## src/rtl/mdix_pkg.sv

```systemverilog
package mdix_pkg;
  typedef enum logic [2:0] {
    S_IDLE, S_WAIT, S_POLL, S_RECHK, S_SPEED, S_ANEXP, S_ADV, S_LPA
  } st_t;

  typedef struct packed {
    logic pause;
    logic full;
    logic fast;
    logic link;
  } port_stat_t;

  localparam int unsigned REG_BSR   = 1;
  localparam int unsigned REG_ADV   = 4;
  localparam int unsigned REG_LPA   = 5;
  localparam int unsigned REG_ANEXP = 6;
  localparam int unsigned REG_VSTAT = 31;

  localparam int unsigned B_LINK  = 2;
  localparam int unsigned B_AN    = 3;
  localparam int unsigned B_ANC   = 5;
  localparam int unsigned B_LPAN  = 0;
  localparam int unsigned B_PAUSE = 10;
  localparam int unsigned B_SPD_LO = 2;
endpackage

```

## src/rtl/mdix_tick_timer.sv

```systemverilog
module mdix_tick_timer #(
  parameter int unsigned TICKS = 2000
) (
  input  logic clk_i,
  input  logic rst_ni,
  input  logic run_i,
  input  logic tick_i,
  output logic expire_o
);
  localparam int unsigned CW = (TICKS > 1) ? $clog2(TICKS) : 1;
  localparam logic [CW-1:0] LAST = CW'(TICKS - 1);

  logic [CW-1:0] cnt_q;

  assign expire_o = run_i && tick_i && (cnt_q == LAST);

  always_ff @(posedge clk_i or negedge rst_ni) begin
    if (!rst_ni)                cnt_q <= '0;
    else if (!run_i || expire_o) cnt_q <= '0;
    else if (tick_i)            cnt_q <= cnt_q + 1'b1;
  end
endmodule

```

## src/rtl/mdix_poll_counter.sv

```systemverilog
module mdix_poll_counter #(
  parameter int unsigned MAX_POLLS = 100
) (
  input  logic clk_i,
  input  logic rst_ni,
  input  logic clr_i,
  input  logic inc_i,
  output logic last_o
);
  localparam int unsigned CW = (MAX_POLLS > 1) ? $clog2(MAX_POLLS) : 1;
  localparam logic [CW-1:0] LAST = CW'(MAX_POLLS - 1);

  logic [CW-1:0] cnt_q;

  assign last_o = (cnt_q == LAST);

  always_ff @(posedge clk_i or negedge rst_ni) begin
    if (!rst_ni)     cnt_q <= '0;
    else if (clr_i)  cnt_q <= '0;
    else if (inc_i && !last_o) cnt_q <= cnt_q + 1'b1;
  end
endmodule

```

## src/rtl/mdix_speed_decode.sv

```systemverilog
module mdix_speed_decode (
  input  logic [2:0] code_i,
  output logic       fast_o,
  output logic       full_o
);
  always_comb begin
    fast_o = 1'b0;
    full_o = 1'b0;
    unique case (code_i)
      3'd1: ;
      3'd5: full_o = 1'b1;
      3'd2: fast_o = 1'b1;
      3'd6: begin fast_o = 1'b1; full_o = 1'b1; end
      default: ;
    endcase
  end
endmodule

```

## src/rtl/mdix_link_search.sv

```systemverilog
module mdix_link_search
  import mdix_pkg::*;
#(
  parameter int unsigned POLL_TICKS = 2000,
  parameter int unsigned MAX_POLLS  = 100,
  parameter int unsigned DW         = 16,
  parameter int unsigned RW         = 5
) (
  input  logic          clk_i,
  input  logic          rst_ni,
  input  logic          start_i,
  input  logic          tick_i,
  input  logic          rd_done_i,
  input  logic [DW-1:0] rd_data_i,
  output logic          xover_o,
  output logic          rd_req_o,
  output logic [RW-1:0] rd_reg_o,
  output logic [3:0]    status_o,
  output logic          done_o,
  output logic          fail_o
);
  st_t        state_q, state_d;
  port_stat_t stat_q;
  logic       xover_q, done_q, fail_q, an_q;
  logic       busy, accept, expire, last_poll;
  logic       finish, fail_set, flip, cap_an, cap_speed, cap_pause;
  logic       dec_fast, dec_full;

  assign busy   = (state_q != S_IDLE);
  assign accept = !busy && start_i;

  mdix_tick_timer #(.TICKS(POLL_TICKS)) u_timer (
    .clk_i, .rst_ni,
    .run_i   (state_q == S_WAIT),
    .tick_i,
    .expire_o(expire)
  );

  mdix_poll_counter #(.MAX_POLLS(MAX_POLLS)) u_polls (
    .clk_i, .rst_ni,
    .clr_i (accept),
    .inc_i (flip),
    .last_o(last_poll)
  );

  mdix_speed_decode u_dec (
    .code_i(rd_data_i[B_SPD_LO+:3]),
    .fast_o(dec_fast),
    .full_o(dec_full)
  );

  always_comb begin
    state_d   = state_q;
    finish    = 1'b0;
    fail_set  = 1'b0;
    flip      = 1'b0;
    cap_an    = 1'b0;
    cap_speed = 1'b0;
    cap_pause = 1'b0;
    unique case (state_q)
      S_IDLE: if (start_i) state_d = S_WAIT;
      S_WAIT: if (expire)  state_d = S_POLL;
      S_POLL: if (rd_done_i) begin
        if (rd_data_i[B_LINK]) state_d = S_RECHK;
        else if (last_poll) begin fail_set = 1'b1; state_d = S_IDLE; end
        else begin flip = 1'b1; state_d = S_WAIT; end
      end
      S_RECHK: if (rd_done_i) begin
        cap_an = 1'b1;
        if (rd_data_i[B_ANC]) state_d = S_SPEED;
        else finish = 1'b1;
      end
      S_SPEED: if (rd_done_i) begin
        cap_speed = 1'b1;
        if (an_q) state_d = S_ANEXP;
        else finish = 1'b1;
      end
      S_ANEXP: if (rd_done_i) begin
        if (rd_data_i[B_LPAN]) state_d = S_ADV;
        else finish = 1'b1;
      end
      S_ADV: if (rd_done_i) begin
        if (rd_data_i[B_PAUSE]) state_d = S_LPA;
        else finish = 1'b1;
      end
      S_LPA: if (rd_done_i) begin
        cap_pause = 1'b1;
        finish    = 1'b1;
      end
      default: state_d = S_IDLE;
    endcase
    if (finish) state_d = S_IDLE;
  end

  always_ff @(posedge clk_i or negedge rst_ni) begin
    if (!rst_ni) begin
      state_q <= S_IDLE;
      stat_q  <= '0;
      xover_q <= 1'b0;
      done_q  <= 1'b0;
      fail_q  <= 1'b0;
      an_q    <= 1'b0;
    end else begin
      state_q <= state_d;
      if (accept) begin
        stat_q  <= '0;
        xover_q <= 1'b0;
        done_q  <= 1'b0;
        fail_q  <= 1'b0;
        an_q    <= 1'b0;
      end
      if (flip)      xover_q <= ~xover_q;
      if (fail_set)  fail_q  <= 1'b1;
      if (cap_an)    an_q    <= rd_data_i[B_AN];
      if (cap_speed) begin
        stat_q.fast <= dec_fast;
        stat_q.full <= dec_full;
      end
      if (cap_pause) stat_q.pause <= rd_data_i[B_PAUSE];
      if (finish) begin
        stat_q.link <= 1'b1;
        done_q      <= 1'b1;
      end
    end
  end

  always_comb begin
    rd_req_o = 1'b1;
    unique case (state_q)
      S_POLL, S_RECHK: rd_reg_o = RW'(REG_BSR);
      S_SPEED:         rd_reg_o = RW'(REG_VSTAT);
      S_ANEXP:         rd_reg_o = RW'(REG_ANEXP);
      S_ADV:           rd_reg_o = RW'(REG_ADV);
      S_LPA:           rd_reg_o = RW'(REG_LPA);
      default: begin rd_reg_o = '0; rd_req_o = 1'b0; end
    endcase
  end

  assign xover_o  = xover_q;
  assign status_o = stat_q;
  assign done_o   = done_q;
  assign fail_o   = fail_q;
endmodule

```

## config.mk

```make
export PLATFORM = sky130hd
export DESIGN_NAME = mdix_link_search
export DESIGN_NICKNAME = d
export VERILOG_FILES = /design/src/rtl/mdix_pkg.sv /design/src/rtl/mdix_tick_timer.sv /design/src/rtl/mdix_poll_counter.sv /design/src/rtl/mdix_speed_decode.sv /design/src/rtl/mdix_link_search.sv
export SDC_FILE = /design/constraint.sdc
export NUM_CORES = 1
export LEC_CHECK = 0
export BUFFER_PORTS_ARGS = -buffer_cell sky130_fd_sc_hd__buf_2
export CORE_AREA = 5 5 75 77
export CTS_CLUSTER_SIZE = 24
export DETAILED_ROUTE_END_ITERATION = 7
export DIE_AREA = 0 0 80 82
export PLACE_DENSITY_LB_ADDON = 0.12
export RECOVER_POWER = 100
export SLEW_MARGIN = 15
export SYNTH_ARGS = -nofsm -noshare
export SYNTH_HDL_FRONTEND = slang
export SYNTH_HIERARCHICAL = 1
export SYNTH_SLANG_ARGS = --single-unit
```

## constraint.sdc

```tcl
create_clock -name clk_i -period 2.7 [get_ports clk_i]
set_input_delay 0.135 -clock clk_i [delete_from_list [all_inputs] [get_ports clk_i]]
set_output_delay 0.135 -clock clk_i [all_outputs]
set_load 0.02 [all_outputs]
```

==> results_dict.tcl, run 1 <==
set metrics [dict create \
    ant_nets 0 \
    rsz0062_at_grt "false" \
    cp_max_fo 5 \
    violations "max-capacitance violations, max-slew violations" \
    fin_crit_sh_pct 81.8 \
    switching_power_w 0.000509 \
    dp_slack_ps 603 \
    drc 0 \
    rrSetupSlack_ps 490 \
    antennaDiodeCount 0 \
    yosys.cell_types.count 53 \
    die_y_um 82 \
    startpoint_type "register" \
    required_ps 2890 \
    rows 26 \
    finalSetupTns_ps 0 \
    ys_seq_area_share_pct 39.9 \
    syn_to_final_growth_pct 10.1 \
    hold_viol 0 \
    clock_latency_ps 270 \
    die_area_mm2 0.00656 \
    power_frac_clock_pct 24.0 \
    clockBufferDepth 2 \
    synth_seq_cells 28 \
    cts_max_level 1 \
    gr-total-overflow 0 \
    drv_cap 1 \
    mappedNetlistArea_mm2 0.00176 \
    power.density_mw_per_mm2 707 \
    cp_top_family "simple AND/OR/NAND/NOR gates" \
    timing.fmax_mhz 453 \
    cts_made_buffers 3 \
    viasPerCell 5.00 \
    synth_top_area_share_pct 39.9 \
    syn_inst 186 \
    gp_congestion 0.855 \
    cp_num_buf_inv 0 \
    synth-main-ff-cell "dfrtp_1" \
    grt_pass1_vias 1423 \
    crit_path_max_incr_delay_ps 500 \
    report.final.slew_viol_count 28 \
    first_pass_iters 4 \
    ir_drop_mv 0.263 \
    grt_pass1_wl_mm 6.29 \
    num_vias 1386 \
    yosys_warnings 6 \
    io-pin-count 34 \
    async_flop_share_pct 100 \
    grt_max_degree 29 \
    nNetsFinal 231 \
    swShare_pct 37.2 \
    nFillCells 532 \
    avgRoutedWirePerCell_um 13.1 \
    ys_top_cells_by_area "dfrtp_1, nor2_1, xnor2_1" \
    seq_power_share_pct 37.6 \
    path_clk_slew_ps 100 \
    first_iter_violations 30 \
    crit_path_frequent_cell "nor2_1" \
    finClkSkew_ps 2.10 \
    worst_ep_arrival_time_ps 2400 \
    worstMarginPinSlew_ps 1500 \
    maxSlewHeadroom_pct -0.118 \
    antenna_found_initial 0 \
    crit_chain "ha_1 > nand4_1 > nor2_1 > and3_1 > mux4_2 > nor2_1 > or4b_4 > o211ai_1" \
    cts_tree "done" \
    hold_class "primary input to register" \
    syn_area_per_cell_um2 9.44 \
    wirelength_mm 3.63 \
    cts_root_buffer "clkbuf_8" \
    synth_fp_nets 209 \
    cts_sinks 28 \
    final.min_clock_period_ps 2210 \
    core_area_mm2 0.00494 \
    cp-end-kind "register" \
    comb_power_share_pct 38.4 \
    io_buffers 23 \
    die-width_um 80 \
    setup_violations 0 \
    intPower_w 0.000858 \
    fin_ws_ps 490 \
    synth_top_area_cell "dfrtp_1" \
    grt_usage_pct 11.9 \
    drive_gt1_share_pct 12.1 \
    critPathKind "register to register" \
    crit_path_top_delay_cell "or4b_4" \
    status "finished with violations" \
    p_leak_nw 0.801 \
    post_cts_resize_count 0 \
    hpwl_mm 2.70 \
    synth_edf_count 0 \
    start_util_pct 35.5 \
]
## final timing paths
kind                                  start           endpoint  depth (start not counted)
max                        u_timer/cnt_q[0]         state_q[0]                          8
min                            rd_data_i[3]               an_q                          3
max reg2reg                u_timer/cnt_q[0]         state_q[0]                          8
min reg2reg                         xover_o            xover_o                          1
max in group asynchronous            rst_ni   u_timer/cnt_q[1]                          2
min in group asynchronous            rst_ni  u_timer/cnt_q[10]                          2
## state kept, by name, indices dropped and copies added, names as in the netlist
name	count
fail_o	1
an_q	1
status_o	4
state_q	3
u_polls/cnt_q	7
xover_o	1
u_timer/cnt_q	11
## power groups by stage
stage	Sequential, W	Combinational (W)	Clock, W
floorplan	0.000523	0.000449	0
global placement	0.000518	0.000566	0
detailed placement	0.000522	0.000569	0
CTS	0.000514	0.000573	0.000343
global route	0.000523	0.000590	0.000359
finish	0.000514	0.000525	0.000328
## layer usage
| layer | GRT usage (%) | routed length [um] | up-vias |
|---|---|---|---|
| met4 | 3.55 | 19 | 0 |
| met1 | 15.9 | 1780 | 672 |
| li1 | - | - | 694 |
| met3 | 1.75 | 133 | 2 |
| met2 | 20.0 | 1700 | 18 |
| met5 | 0 | 0 | - |
## cell usage after synthesis, types with 4 or more instances
| cell type | instances |
|---|---|
| a21oi_1 | 6 |
| buf_4 | 4 |
| dfrtp_1 | 28 |
| inv_1 | 8 |
| nand2_1 | 15 |
| nand2b_1 | 9 |
| nand3_1 | 7 |
| nand4_1 | 5 |
| nor2_1 | 20 |
| nor2b_1 | 4 |
| o21ai_0 | 8 |
| xnor2_1 | 7 |
| xor2_1 | 5 |
## cells by family after synthesis
group,Yosys count,synth area share (%)
buf+inv,19,6.41
simple gates,87,29.6
flops,28,39.9
mux,4,2.99
fa+ha+maj,2,1.43
xor+xnor,12,5.99
compound gates,34,13.7
## layout make-up
type                            count  area, um2  share of cell area [%]
Timing Repair Buffer               28        134                    6.93
Clock buffer                        3       41.3                    2.14
Tap cell                           70       87.6                    4.53
Clock inverter                      1       30.0                    1.55
Inverter                            8       30.0                    1.55
Multi-Input combinational cell    139        910                    47.1
Sequential cell                    28        701                    36.2
## cells in the final DEF (no fill, tap or decap), types with 4 or more instances in the layout
master / count
xnor2_1: 7
buf_2: 9
a21oi_1: 6
nand2_1: 15
nand2b_1: 9
dfrtp_1: 28
nor2_1: 20
xor2_1: 5
nand3_1: 7
o21ai_0: 9
o211ai_1: 4
inv_1: 8
nand4_1: 6
nor2b_1: 4
clkbuf_1: 15
## what timing repair did
action,4_1_cts,5_1_grt
endpoints found under the setup margin,0,0
setup buffers,0,0
endpoints found under the hold margin,28,0
hold buffers,1,0
## worst reg2reg max path: stages, from the launching register on
cell and delay (ps):
dfrtp_1 400, ha_1 180, nand4_1 230, nor2_1 220, and3_1 200, mux4_2 250, nor2_1 50, or4b_4 500
o211ai_1 100
## per-stage QoR
step / power (W) / util, % / cells / hold slack, ps / cell area [um2]
after global placement: 0.00108 / 38.5 / 272 / 203 / 1910
after floorplan: 0.000972 / - / 186 / -161 / 1760
after CTS: 0.00143 / 40.2 / 277 / 84.9 / 1990
final: 0.00137 / 39.1 / 277 / 94.7 / 1930
after global routing: 0.00147 / 39.1 / 277 / 103 / 1930
after detailed placement: 0.00109 / 38.5 / 272 / 208 / 1910
Power figures use the tool's default switching activity.
==> run 2: changes to the inputs <==
clock period = 2 ns   (was 2.7 ns; I/O delays follow)
==> results_dict.tcl, run 2 (synthesis gave the netlist of run 1 again) <==
set metrics [dict create \
    drive_gt1_share_pct 27.3 \
    core_area_mm2 0.00494 \
    cts_tree "done" \
    clock_latency_ps 270 \
    die_area_mm2 0.00656 \
    registers.top_by_ff_count "u_timer/cnt_q" \
    fin_area_mm2 0.00214 \
    num_vias 1456 \
    hold_depth 3 \
    timing.fmax_mhz 524 \
    first_pass_iters 5 \
    dpl_cell_area_mm2 0.00205 \
    required_ps 2200 \
    drv_cap 0 \
    avgRoutedWirePerCell_um 13.6 \
    clockBufferDepth 2 \
    rows 26 \
    multi_input_area_um2 983 \
    final_common_cell "dfrtp_1" \
    final.min_clock_period_ps 1910 \
    wirelength_mm 4.04 \
    hold_viol 0 \
    critPathKind "register to register" \
    grt_pass1_wl_mm 6.96 \
    sequential_cell_area_um2 701 \
    grt_pass1_vias 1460 \
    rrSetupSlack_ps 90 \
    power.density_mw_per_mm2 868 \
    grt_max_degree 29 \
    largest_reg_flops 11 \
    cts_max_level 1 \
    syn_to_final_growth_pct 21.7 \
    fin_crit_sh_pct 95.5 \
    maxSlewHeadroom_pct 52.8 \
    grt_usage_pct 13.3 \
    worstMarginPinSlew_ps 708 \
    nFillCells 509 \
    endpoint "state_q[0]" \
    hold_class "primary input to register" \
    worst_ep_arrival_time_ps 2110 \
    start_util_pct 35.5 \
    status "completed" \
    cts_sinks 28 \
    crit_start "u_timer/cnt_q[1]" \
    r2r_end "state_q[0]" \
    finClkSkew_ps 5.05 \
    nNetsFinal 252 \
    hpwl_mm 3.10 \
    cp_max_fo 3 \
    path_clk_slew_ps 100 \
    viasPerCell 4.90 \
    io-pin-count 34 \
    rr_worst_depth 8 \
    ant_nets 0 \
    die_y_um 82 \
    antenna_found_initial 0 \
    startpoint_type "register" \
    r2r_start "u_timer/cnt_q[1]" \
    antennaDiodeCount 0 \
    die-width_um 80 \
    drc 0 \
    p_leak_nw 0.925 \
    cp-end-kind "register" \
    hold_slack_ps 73.5 \
    io_buffers 23 \
    gp_congestion 0.846 \
    ir_drop_mv 0.289 \
    final_cell_mix "dfrtp_1, buf_4, nor2_1, nand2_1, buf_2" \
    setup_violations 0 \
    cts_root_buffer "clkbuf_8" \
    gr-total-overflow 0 \
    cts_made_buffers 3 \
    report.final.slew_viol_count 0 \
    fin_util_pct 43.2 \
    first_iter_violations 70 \
]
-- run 2: worst max-delay path, cell delays in order (launching register included) --
cell      delay [ps]
dfrtp_1          380
ha_2             220
nand4_4          130
nor2_4           110
and3_4           180
mux4_2           220
nor2_1            50
or4b_4           480
o211ai_2          70
-- run 2: worst min-delay path by stage --
| stage | startpoint | end |
|---|---|---|
| floorplan | rst_ni | an_q |
| global placement | rst_ni | u_timer/cnt_q[5] |
| detailed placement | rst_ni | u_timer/cnt_q[5] |
| CTS | rd_data_i[3] | an_q |
| global route | rd_data_i[5] | state_q[2] |
| finish | rd_data_i[3] | an_q |
-- run 2: layout make-up --
type | instances | share of cell area [%]
multi-input cells | 139 | 46.0
flip-flops and latches | 28 | 32.8
repair buffers | 49 | 13.7
well taps | 70 | 4.10
clock buffers | 3 | 1.93
inverters | 8 | 1.41
-- run 2: routing by layer --
layer | up-vias | routed length [um] | share of wire [%] | track usage, %
li1 | 732 | - | - | -
met4 | 0 | 18 | 0.45 | 4.22
met3 | 2 | 168 | 4.2 | 1.86
met5 | - | 0 | 0 | 0
met2 | 28 | 1980 | 49 | 21.6
met1 | 694 | 1870 | 46 | 18.2
-- run 2: repair_timing --
action / 4_1_cts / 5_1_grt
hold endpoints to repair: 28 / 0
gates resized for setup: 1 / 9
endpoints found under the setup margin: 1 / 3
pin swaps: 0 / 7
setup buffers: 0 / 3
hold buffers: 1 / 0
-- run 2: stage by stage --
stage                     setup slack, ps  setup TNS, ps  std cells  total power (W)
after floorplan                     -47.8          -47.8        186          0.00134
after global placement               53.0              0        290          0.00156
after global routing                -11.6          -11.6        297          0.00200
after detailed placement            -8.69          -8.69        290          0.00160
final                                89.9              0        297          0.00185
after CTS                           0.472              0        294          0.00192
-- run 2: report_power, final --
part	internal (W)	leakage [nW]	switching [W]
registers	0.000632	0.387	0.0000448
logic	0.000353	0.517	0.000509
clock network	0.000135	0.0216	0.000180
total	0.00112	0.925	0.000734
==> run 3: changes to the inputs <==
BUFFER_PORTS_ARGS = -buffer_cell sky130_fd_sc_hd__buf_4   (was -buffer_cell sky130_fd_sc_hd__buf_2)
==> results_dict.tcl, run 3 (synthesis gave the netlist of run 1 again) <==
set metrics [dict create \
    cts_root_buffer "clkbuf_8" \
    first_iter_violations 51 \
    rows 26 \
    gr-total-overflow 0 \
    startpoint_type "register" \
    nNetsFinal 253 \
    final_common_cell "buf_4" \
    worst_ep_arrival_time_ps 2140 \
    gp_congestion 0.862 \
    drive_gt1_share_pct 25.3 \
    finClkSkew_ps 0.988 \
    p_leak_nw 0.942 \
    hpwl_mm 3.08 \
    dp_cells 291 \
    die-width_um 80 \
    fin_ws_ps 66.2 \
    timing.fmax_mhz 517 \
    final_cell_mix "buf_4, dfrtp_1, nor2_1, nand2_1, clkbuf_1" \
    io-pin-count 34 \
    nFillCells 529 \
    die_area_mm2 0.00656 \
    multi_input_area_um2 972 \
    sequential_cell_area_um2 701 \
    io_buffers 23 \
    wirelength_mm 4.04 \
    cts_max_level 1 \
    antennaDiodeCount 0 \
    power.density_mw_per_mm2 929 \
    grt_pass1_wl_mm 6.80 \
    first_pass_iters 4 \
    grt_max_degree 29 \
    worstMarginPinSlew_ps 759 \
    grt_pass1_vias 1437 \
    cts_sinks 28 \
    start_util_pct 35.5 \
    critPathKind "register to register" \
    required_ps 2210 \
    cp-end-kind "register" \
    rsz0062_at_grt "true" \
    ir_drop_mv 0.371 \
    drc 0 \
    dp_slack_ps -4.58 \
    hold_viol 0 \
    grt_usage_pct 13.0 \
    largest_reg_flops 11 \
    setup_violations 0 \
    clockBufferDepth 2 \
    hold_class "primary input to register" \
    cts_made_buffers 3 \
    num_vias 1485 \
    drv_cap 0 \
    ant_nets 0 \
    path_clk_slew_ps 100 \
    cp_max_fo 3 \
    registers.top_by_ff_count "u_timer/cnt_q" \
    syn_to_final_growth_pct 24.1 \
    avgRoutedWirePerCell_um 13.5 \
    instances_no_fill 299 \
    viasPerCell 4.97 \
    core_area_mm2 0.00494 \
    antenna_found_initial 0 \
    report.final.slew_viol_count 0 \
    total_power_w 0.00202 \
    cts_tree "done" \
    maxSlewHeadroom_pct 49.4 \
    fin_crit_sh_pct 96.7 \
    status "completed" \
    fin_area_mm2 0.00218 \
    dpl_cell_area_mm2 0.00212 \
    final.min_clock_period_ps 1930 \
    fin_util_pct 44.1 \
    clock_latency_ps 280 \
    die_y_um 82 \
]
-- run 3: changes by cell type in the layout (fill, tap and decap cells not counted), sizes merged --
cell | previous run | this run
buf | 36 | 31
bufinv | 0 | 1
clkbuf | 15 | 21
-- run 3: timing repair --
item	CTS	global route
pin swaps	1	8
gates cloned	0	0
setup buffers	0	3
gates resized for setup	1	6
endpoints found under the hold margin	28	0
hold buffers	1	0
setup endpoints to repair	1	5
-- run 3: metal layers --
layer | global-route usage (%) | vias to the layer above | share of wire, %
met2 | 21.9 | 19 | 49
li1 | - | 737 | -
met4 | 3.89 | 0 | 0.47
met5 | 0 | - | 0
met3 | 2.41 | 2 | 3.3
met1 | 17.1 | 727 | 47
-- run 3: layout make-up --
class / count / share of cell area [%]
inverter: 8 / 1.38
clock buffer: 3 / 1.90
tap: 70 / 4.02
timing repair buffer: 50 / 14.5
clock inverter: 1 / 1.38
multi-input combinational: 139 / 44.6
sequential: 28 / 32.2
-- run 3: power by group --
group	total (W)	switching (W)	internal (W)
logic	0.000891	0.000516	0.000375
registers	0.000672	0.0000405	0.000631
clock network	0.000460	0.000192	0.000268
total	0.00202	0.000749	0.00127
-- run 3: worst max-delay path, stage by stage, from the launching register on --
cell and delay [ps]:
dfrtp_1 390, clkbuf_1 130, or2_4 250, nor2_4 80, and3_4 180, mux4_2 230, nor2_1 50, or4b_4 480
o211ai_2 70
-- run 3: worst paths after layout --
check	startpoint	cells past startpoint	to	slack (ps)
worst max-delay path	state_q[2]	8	state_q[0]	70
worst min-delay path	rd_data_i[3]	3	an_q	60
worst max register to register	state_q[2]	8	state_q[0]	70
worst min register to register	xover_o	1	xover_o	500
max in group asynchronous	rst_ni	2	status_o[3]	1110
min in group asynchronous	rst_ni	2	u_timer/cnt_q[5]	410
-- run 3: per-stage QoR --
stage	setup TNS (ps)	hold WS, ps
after floorplan	-47.8	-196
after global placement	0	44.1
after detailed placement	-4.58	54.2
after CTS	0	60.8
after global routing	-22.1	69.5
final	0	61.5
